[src/rtl/pof_pkg.sv]
// Package: shared helpers for the paced output queue.
// Assumes: spacing codes are unsigned and a code of zero means the
// largest interval the field can express.
package pof_pkg;

    // Turns a spacing code into its interval length in clock periods.
    function automatic int unsigned span_of(input int unsigned code,
                                            input int unsigned code_w);
        if (code == 0)
            return (32'd1 << code_w);
        else
            return code;
    endfunction

endpackage

[src/rtl/pof_store.sv]
// Module: pof_store
// Circular sample store with one push and one pop port.
// Assumes: the caller never pushes while full and never pops while empty.
// Both may happen in the same cycle. The head entry is always visible.
module pof_store #(
    parameter int DATA_W = 16,
    parameter int DEPTH  = 4
) (
    input  logic              clk,
    input  logic              rst_n,
    input  logic              push,
    input  logic [DATA_W-1:0] push_data,
    input  logic              pop,
    output logic [DATA_W-1:0] head_data,
    output logic              full_o,
    output logic              empty_o
);
    localparam int PTR_W = (DEPTH > 1) ? $clog2(DEPTH) : 1;
    localparam int CNT_W = $clog2(DEPTH + 1);
    localparam logic [PTR_W-1:0] LAST = PTR_W'(DEPTH - 1);

    logic [DATA_W-1:0] slot [DEPTH];
    logic [PTR_W-1:0]  wr_ptr;
    logic [PTR_W-1:0]  rd_ptr;
    logic [CNT_W-1:0]  fill;

    // One register per slot, loaded when the write pointer selects it.
    for (genvar g = 0; g < DEPTH; g++) begin : g_slot
        always_ff @(posedge clk) begin
            if (!rst_n)
                slot[g] <= '0;
            else if (push && (wr_ptr == PTR_W'(g)))
                slot[g] <= push_data;
        end
    end

    // Advance the write pointer on each push, wrapping after the last slot.
    always_ff @(posedge clk) begin
        if (!rst_n)
            wr_ptr <= '0;
        else if (push)
            wr_ptr <= (wr_ptr == LAST) ? '0 : wr_ptr + 1'b1;
    end

    // Advance the read pointer on each pop, wrapping after the last slot.
    always_ff @(posedge clk) begin
        if (!rst_n)
            rd_ptr <= '0;
        else if (pop)
            rd_ptr <= (rd_ptr == LAST) ? '0 : rd_ptr + 1'b1;
    end

    // Track how many samples are held.
    always_ff @(posedge clk) begin
        if (!rst_n)
            fill <= '0;
        else if (push && !pop)
            fill <= fill + 1'b1;
        else if (pop && !push)
            fill <= fill - 1'b1;
    end

    // Present the head entry and the occupancy flags.
    always_comb begin
        head_data = slot[rd_ptr];
        full_o    = (fill == CNT_W'(DEPTH));
        empty_o   = (fill == '0);
    end

    // a pop is only ever requested on a non-empty store.
    p_pop_nonempty_r11: assert property (@(posedge clk) disable iff (!rst_n)
        pop |-> !empty_o);

    // the store never grows past its depth.
    p_no_push_full_r3: assert property (@(posedge clk) disable iff (!rst_n)
        (push && !pop) |-> !full_o);

    // a push without a pop leaves something stored.
    p_push_fills_r11: assert property (@(posedge clk) disable iff (!rst_n)
        (push && !pop) |=> !empty_o);

endmodule

[src/rtl/pof_pacer.sv]
// Module: pof_pacer
// Interval counter that decides when the next sample may leave.
// Assumes: `release_i` pulses once per sample sent. The counter reloads
// from the spacing code then and counts down to zero, where it waits.
module pof_pacer #(
    parameter int SPACE_W = 12
) (
    input  logic               clk,
    input  logic               rst_n,
    input  logic [SPACE_W-1:0] spacing,
    input  logic               release_i,
    output logic               expired_o
);
    import pof_pkg::*;

    logic [SPACE_W-1:0] remain;
    logic [SPACE_W-1:0] reload;

    // Compute the count-down start value: interval length minus one.
    always_comb begin
        reload = SPACE_W'(span_of(32'(spacing), SPACE_W) - 1);
    end

    // Reload on release, otherwise count down and hold at zero.
    always_ff @(posedge clk) begin
        if (!rst_n)
            remain <= '0;
        else if (release_i)
            remain <= reload;
        else if (remain != '0)
            remain <= remain - 1'b1;
    end

    // Flag that the interval has run out.
    always_comb begin
        expired_o = (remain == '0);
    end

    // after a release with spacing above one, the next cycle is blocked.
    p_gap_r6: assert property (@(posedge clk) disable iff (!rst_n)
        (release_i && spacing != SPACE_W'(1)) |=> !expired_o);

    // a release is only taken once the interval has expired.
    p_release_on_expiry_r6: assert property (@(posedge clk) disable iff (!rst_n)
        release_i |-> expired_o);

endmodule

[src/rtl/pof_sticky.sv]
// Module: pof_sticky
// Sticky event flag: set by an event, held until an explicit clear.
// Assumes: when set and clear arrive together, the set wins so no event is lost.
module pof_sticky (
    input  logic clk,
    input  logic rst_n,
    input  logic set_i,
    input  logic clr_i,
    output logic flag_o
);
    // Latch events and hold them until cleared.
    always_ff @(posedge clk) begin
        if (!rst_n)
            flag_o <= 1'b0;
        else if (set_i)
            flag_o <= 1'b1;
        else if (clr_i)
            flag_o <= 1'b0;
    end

    // the flag is held while no clear is requested.
    p_sticky_r4: assert property (@(posedge clk) disable iff (!rst_n)
        (flag_o && !clr_i) |=> flag_o);

    // an event always leaves the flag set.
    p_set_r4: assert property (@(posedge clk) disable iff (!rst_n)
        set_i |=> flag_o);

endmodule

[src/rtl/paced_out_fifo.sv]
// Module: paced_out_fifo
// Four-deep output queue whose read side is paced by an interval counter.
// Assumes: the source writes only through src_sel/wr_valid. There is no
// consumer backpressure: every released sample must be taken when offered.
module paced_out_fifo #(
    parameter int DATA_W  = 16,
    parameter int DEPTH   = 4,
    parameter int SPACE_W = 12
) (
    input  logic               clk,
    input  logic               rst_n,
    input  logic               src_sel,
    input  logic               wr_valid,
    input  logic [DATA_W-1:0]  wr_data,
    input  logic [SPACE_W-1:0] spacing,
    input  logic               ovf_clr,
    output logic               out_valid,
    output logic [DATA_W-1:0]  out_data,
    output logic               full,
    output logic               empty,
    output logic               overflow
);
    logic              wr_fire;
    logic              accept;
    logic              drop;
    logic              expired;
    logic              pop;
    logic              bypass;
    logic              push;
    logic              release_s;
    logic [DATA_W-1:0] head_data;
    logic              out_valid_q;
    logic [DATA_W-1:0] out_data_q;

    // Decide what happens to an incoming sample and whether one leaves.
    always_comb begin
        wr_fire   = src_sel && wr_valid;
        accept    = wr_fire && !full;
        drop      = wr_fire && full;
        pop       = expired && !empty;
        bypass    = expired && empty && accept;
        push      = accept && !bypass;
        release_s = pop || bypass;
    end

    pof_store #(
        .DATA_W (DATA_W),
        .DEPTH  (DEPTH)
    ) u_store (
        .clk       (clk),
        .rst_n     (rst_n),
        .push      (push),
        .push_data (wr_data),
        .pop       (pop),
        .head_data (head_data),
        .full_o    (full),
        .empty_o   (empty)
    );

    pof_pacer #(
        .SPACE_W (SPACE_W)
    ) u_pacer (
        .clk       (clk),
        .rst_n     (rst_n),
        .spacing   (spacing),
        .release_i (release_s),
        .expired_o (expired)
    );

    pof_sticky u_ovf (
        .clk    (clk),
        .rst_n  (rst_n),
        .set_i  (drop),
        .clr_i  (ovf_clr),
        .flag_o (overflow)
    );

    // Register the valid pulse for each released sample.
    always_ff @(posedge clk) begin
        if (!rst_n)
            out_valid_q <= 1'b0;
        else
            out_valid_q <= release_s;
    end

    // Capture the released sample from the head entry or straight from the input.
    always_ff @(posedge clk) begin
        if (!rst_n)
            out_data_q <= '0;
        else if (pop)
            out_data_q <= head_data;
        else if (bypass)
            out_data_q <= wr_data;
    end

    // Drive the output ports from the registers.
    always_comb begin
        out_valid = out_valid_q;
        out_data  = out_data_q;
    end

    // strobes without the source selected leave an empty queue empty.
    p_ignore_unsel_r2: assert property (@(posedge clk) disable iff (!rst_n)
        (!src_sel && empty) |=> empty);

    // an expired interval with nothing to send gives no pulse.
    p_idle_no_pulse_r9: assert property (@(posedge clk) disable iff (!rst_n)
        (empty && !wr_fire) |=> !out_valid);

    // a write onto a full queue that is not draining leaves it full.
    p_full_hold_r3: assert property (@(posedge clk) disable iff (!rst_n)
        (full && !pop) |=> full);

    // a stored sample ready on an expired interval is always sent.
    p_pulse_r10: assert property (@(posedge clk) disable iff (!rst_n)
        (expired && !empty) |=> out_valid);

endmodule

[config.mk]
export PLATFORM = sky130hd
export DESIGN_NAME = paced_out_fifo
export DESIGN_NICKNAME = d
export VERILOG_FILES = /design/src/rtl/pof_pkg.sv /design/src/rtl/pof_store.sv /design/src/rtl/pof_pacer.sv /design/src/rtl/pof_sticky.sv /design/src/rtl/paced_out_fifo.sv
export SDC_FILE = /design/constraint.sdc
export NUM_CORES = 1
export LEC_CHECK = 0
export ABC_AREA = 0
export BUFFER_PORTS_ARGS = -buffer_cell sky130_fd_sc_hd__buf_2
export CAP_MARGIN = 30
export CORE_MARGIN = 1
export CORE_UTILIZATION = 45
export DETAILED_ROUTE_END_ITERATION = 12
export SYNTH_ARGS = -nofsm -noshare
export SYNTH_HDL_FRONTEND = slang
export SYNTH_SLANG_ARGS = --single-unit
[constraint.sdc]
create_clock -name clk -period 3.9 [get_ports clk]
set_clock_uncertainty 0.1 [all_clocks]
set_input_delay 0.39 -clock clk [delete_from_list [all_inputs] [get_ports clk]]
set_output_delay 0.39 -clock clk [all_outputs]
set_load 0.05 [all_outputs]
# After elaboration in Yosys (flattened, before gate mapping)
# Memory sizes are Yosys's and may differ from the RTL's. A register that Yosys moved wholly into a read port is not among the register bits.
# Index checks and enable logic that the tools add are counted.
[totals]
memories = 1
mem_bits_rw = 64
register_bits = 37
[classes]
n_eq_ne = 5
muxes = 30
reduce_logical = 28
n_bitwise = 4
addsub = 6
[mem_list]
columns = ["memory", "words", "width", "read_ports", "rd_clocked_by_memory_dff", "wr", "line", "source"]
rows = [
  ["u_store.slot", 4, 16, 1, 1, 4, "pof_store.sv:22", "logic [DATA_W-1:0] slot [DEPTH];"],
]
[op_table]
columns = ["operator", "count"]
rows = [
  ["$mux 16", 6],
  ["$mux 12", 3],
  ["$logic_not 12->1", 2],
  ["$sub 12x1->12 const B", 2],
  ["$mux 1", 15],
  ["$logic_and 1x1->1", 13],
  ["$reduce_bool 12->1", 1],
  ["$mux 2", 4],
  ["$reduce_bool 2->1", 4],
  ["$eq 2x2->1 const B", 3],
  ["$mux 3", 2],
  ["$logic_not 1->1", 5],
  ["$add 2x1->2 const B", 2],
  ["$or 1x1->1", 4],
  ["$add 3x1->3 const B", 1],
  ["$eq 3x3->1 const B", 1],
  ["$logic_not 3->1", 1],
  ["$sub 3x1->3 const B", 1],
  ["$eq 2x1->1 const B", 1],
  ["$logic_not 2->1", 1],
  ["$logic_or 1x1->1", 1],
]

# Depth between registers and ports, before layout
[logic_depth]
word_depth = 11
mapped_depth = 11
mapped_depth_nobuf = 10

# Hierarchy
# A second synthesis with hierarchy kept.
[hier_totals]
hier_cells = 385
hier_area_um2 = 5022.3
[by_module_without_submodules]
columns = ["mod", "area_per_inst_um2", "seq_area_each_um2", "n_inst", "cells_each"]
rows = [
  ["pof_store", 3260.6, 2102.0, 1, 206],
  ["paced_out_fifo", 887.1, 340.3, 1, 81],
  ["pof_pacer", 833.3, 240.2, 1, 95],
  ["pof_sticky", 41.3, 20.0, 1, 3],
]

# Least setup slack after synthesis
# Ideal clock, no wire load.
[synth_timing]
path_type = "register to register"
start = "reg u_pacer.remain[1]"
end = "reg u_store.fill[2]"
period_less_slack_ps = 2555
t_required_ps = 3724
path_slack_ps = 1345
path_stages_with_launch = 12
arrival_ps = 2379
cell_sequence = "dfxtp_1 -> nor4_4 -> and4b_1 -> o21ai_1 -> and3_1 -> buf_2 -> ha_1 -> inv_1 -> fa_1 -> xor2_1 -> or3_1 -> a21boi_0"
[synth_between]
elab_chain_len = 8
elab_cells_between_ends = 12
cone_classes = "1 x mux; 11 x reduce/logical"
[synth_rtl]
columns = ["item", "line", "source"]
rows = [
  ["start: declaration", "pof_pacer.sv:16", "logic [SPACE_W-1:0] remain;"],
  ["start signal: assignment", "pof_pacer.sv:29", "remain <= reload;"],
  ["start signal: assignment", "pof_pacer.sv:31", "remain <= remain - 1'b1;"],
  ["$logic_not 12->1 (*)", "pof_pacer.sv:36", "expired_o = (remain == '0);"],
  ["$logic_and 1x1->1 (2 in a row)", "paced_out_fifo.sv:41", "bypass = expired && empty && accept;"],
  ["$logic_not 1->1", "paced_out_fifo.sv:42", "push = accept && !bypass;"],
  ["$logic_and 1x1->1", "paced_out_fifo.sv:42", ""],
  ["$logic_not 1->1", "pof_store.sv:59", "else if (pop && !push)"],
  ["$logic_and 1x1->1", "pof_store.sv:59", ""],
  ["$reduce_bool 2->1 (no line)", "n/a", ""],
  ["end signal: assignment", "pof_store.sv:58", "fill <= fill + 1'b1;"],
  ["end signal: assignment", "pof_store.sv:60", "fill <= fill - 1'b1;"],
  ["end: declaration", "pof_store.sv:25", "logic [CNT_W-1:0] fill;"],
]
# Every way passes the cells marked *; elsewhere a longest branch is shown, timed or not.
# A chain may end at the register's enable or synchronous reset.

# Worst setup path in the final report
[layout_timing]
start = "reg u_store.fill[0]"
end = "out empty"
[layout_between]
elab_chain_len = 1
[layout_rtl]
columns = ["item", "line", "source"]
rows = [
  ["$logic_not 3->1", "pof_store.sv:67", "empty_o = (fill == '0);"],
  ["end: declaration", "paced_out_fifo.sv:20", "output logic empty,"],
]
# Every way passes these cells.

==> out/metrics.yaml <==
synth:
  yosysTopAreaCell: "edfxtp_1"
  synthTopCellsByCount: "67 x and2_1, 64 x edfxtp_1, 40 x nor3_1"
  synth-edff-count: 64
  syn_nets: 465
  async_flop_share: 0
  yosys.cell_count.top_type: "and2_1"
  synth.distinct_cells: 43
  yosys_register_bits: 103
  yosys_warnings: 0
  synth_top_area_frac: 0.394
  syn_inst: 424
  ys_seq_area_frac: 0.553
  synth.area.top_cells: "edfxtp_1 39%, dfxtp_1 16%, and2_1 8.6%"
  syn_area_per_cell_um2: 11.5
  synthFlopType: "edfxtp_1"
  synth.cell_area_um2: 4880
detailed_routing:
  dr.pass1.iters: 4
  vias_per_cell: 5.51
  drtIter0Drc: 204
  postRouteAntennaNets: 0
  drcViolationCount: 0
  wl_um: 11200
  vias: 3371
  routedWlPerCell_um: 18.3
sta:
  rsz0062_at_grt: "false"
  worstMarginPinSlew_ns: 0.983
  setup_viol: 0
  hold_viol_final: 0
  slew_viol_final: 0
  finalCritPeriodShare: 0.808
  maxClockFrequency_mhz: 317
  finalSetupTns_ns: 0
  period_needed_ns: 3.15
  max_slew_margin: 0.343
clocking:
  htreeDepth: 3
  path_clk_slew_ns: 0.10
  root_buffer: "clkbuf_8"
  cts_tree: "done"
  clockBufferDepth: 2
  ctsHoldBuffers: 0
  cts_buffers: 9
  post_cts_buffers: 0
  clock_sinks: 103
  cts_resized: 0
  clkLatencyLatePin_ns: 0.37
die:
  die-height_um: 106
  dieWidth_um: 106
  start_util: 0.469
  die_area_um2: 11300
  floorplan.rows: 37
  core-area_um2: 10400
  io_pins: 53
finish:
  multi_input_area_um2: 2070
  insertedDiodeCount: 0
  final_nets: 512
  seq_area_um2: 2700
  area_growth_syn_to_layout_pct: 12.1
  drive_above_1_share: 0.202
  nFillCells: 969
placement:
  port_buffers: 52
  dpl.hpwl_um: 6960
  gp_congestion: 0.766
pwr:
  pwr_density_cell_nw_per_um2: 678
  ir_drop_mv: 0.438
  finalPower_mw: 3.71
  total_leakage_power_nw: 2.09
global_routing:
  grt_pass1_wl_um: 17800
  overflow: 0
  antenna_found_initial: 0
  grt_max_degree: 35
  first_global_vias: 3358
  grt_usage: 0.212
flow_run:
  cap_violations: 0
setup_path:
  r2r_slack_ns: 1.02
  cp-end-kind: "output port"
  critPathLaunchType: "flip-flop"
  arrival_ns: 2.66
  path_max_fanout: 17
  critical_path_class: "reg -> out"
  cp.required_ns: 3.41
hold_path:
  hp-class: "in -> reg"
outcome:
  status: "completed"
-- final timing paths --
kind                          end  cells past startpoint              start
setup / recovery            empty                      4    u_store.fill[0]
hold / removal       u_ovf.flag_o                      3            ovf_clr
setup reg to reg  u_store.fill[2]                     10  u_pacer.remain[2]
hold reg to reg      u_ovf.flag_o                      2       u_ovf.flag_o
-- registers in the layout, indices dropped and copies added, names as in the netlist, named ones only --
name and flops:
u_store.slot 64, u_store.fill 3, u_store.wr_ptr 2, u_pacer.remain 12, u_ovf.flag_o 1, u_store.rd_ptr 2, out_data 16, out_valid 1
-- metrics by stage --
| step | hold slack (ns) | util | cells | instance area (µm²) | worst slack [ns] |
|---|---|---|---|---|---|
| CTS | 0.180 | 0.526 | 612 | 5470 | 0.738 |
| floorplan | 0.367 | - | 424 | 4880 | 1.35 |
| finish | 0.185 | 0.526 | 612 | 5470 | 0.749 |
| detailed placement | 0.384 | 0.506 | 596 | 5270 | 1.05 |
| global placement | 0.365 | 0.506 | 596 | 5270 | 1.11 |
| global route | 0.215 | 0.526 | 612 | 5470 | 0.607 |
-- final cells by class --
| cell class | instances | area share |
|---|---|---|
| flip-flops and latches | 103 | 0.494 |
| clock inverters | 5 | 0.0135 |
| multi-input cells | 293 | 0.378 |
| clock buffers | 11 | 0.0240 |
| inverters | 6 | 0.00411 |
| well taps | 136 | 0.0311 |
| repair buffers | 58 | 0.0558 |
-- routing by layer --
layer	vias to the layer above	share of wire	GRT usage
met5	-	0	0
met4	0	0.011	0.0546
met3	13	0.044	0.0429
met2	78	0.51	0.372
met1	1665	0.43	0.268
li1	1615	-	-
-- cell usage in the layout, fill, tap and decap left out, drive strengths merged, types with 3 or more instances in the layout --
cell / netlist / layout
buf: 7 / 58
edfxtp: 64 / 64
o31ai: 5 / 5
mux2i: 3 / 3
nand2: 14 / 14
a21oi: 29 / 29
nor2: 32 / 32
a21boi: 4 / 4
or3: 5 / 5
and3: 6 / 6
clkinv: 1 / 4
nor2b: 20 / 20
o21ai: 12 / 12
dfxtp: 39 / 39
and2: 67 / 67
nor3b: 3 / 3
ha: 7 / 7
nand3: 4 / 4
mux4: 16 / 16
nor3: 41 / 41
inv: 5 / 5
clkbuf: 15 / 11
xor2: 4 / 4
nor4: 3 / 3
-- worst max-delay path, stage by stage, from the launching register on --
cell and delay (ns):
dfxtp_1 0.44, or3_1 0.50, buf_4 0.30, clkinv_1 0.58, buf_2 0.45
-- report_power, final --
| group | internal (mW) | total, mW | switching (mW) |
|---|---|---|---|
| sequential | 1.33 | 1.46 | 0.125 |
| clock | 0.359 | 0.724 | 0.365 |
| combinational | 0.513 | 1.53 | 1.02 |
| total | 2.20 | 3.71 | 1.51 |
-- logic make-up (layout without fill, tap and decap cells) --
logic type,count (synthesis),count (layout),synth area share
flip-flops,103,103,0.553
buffers and inverters,28,80,0.0231
multiplexers,19,19,0.0799
adder cells (fa/ha/maj),8,8,0.0220
AO/OA/AOI/OAI,59,59,0.0702
XOR/XNOR,6,6,0.0108
AND/OR/NAND/NOR,201,201,0.241
No activity file was read; power rests on OpenSTA's default activity.
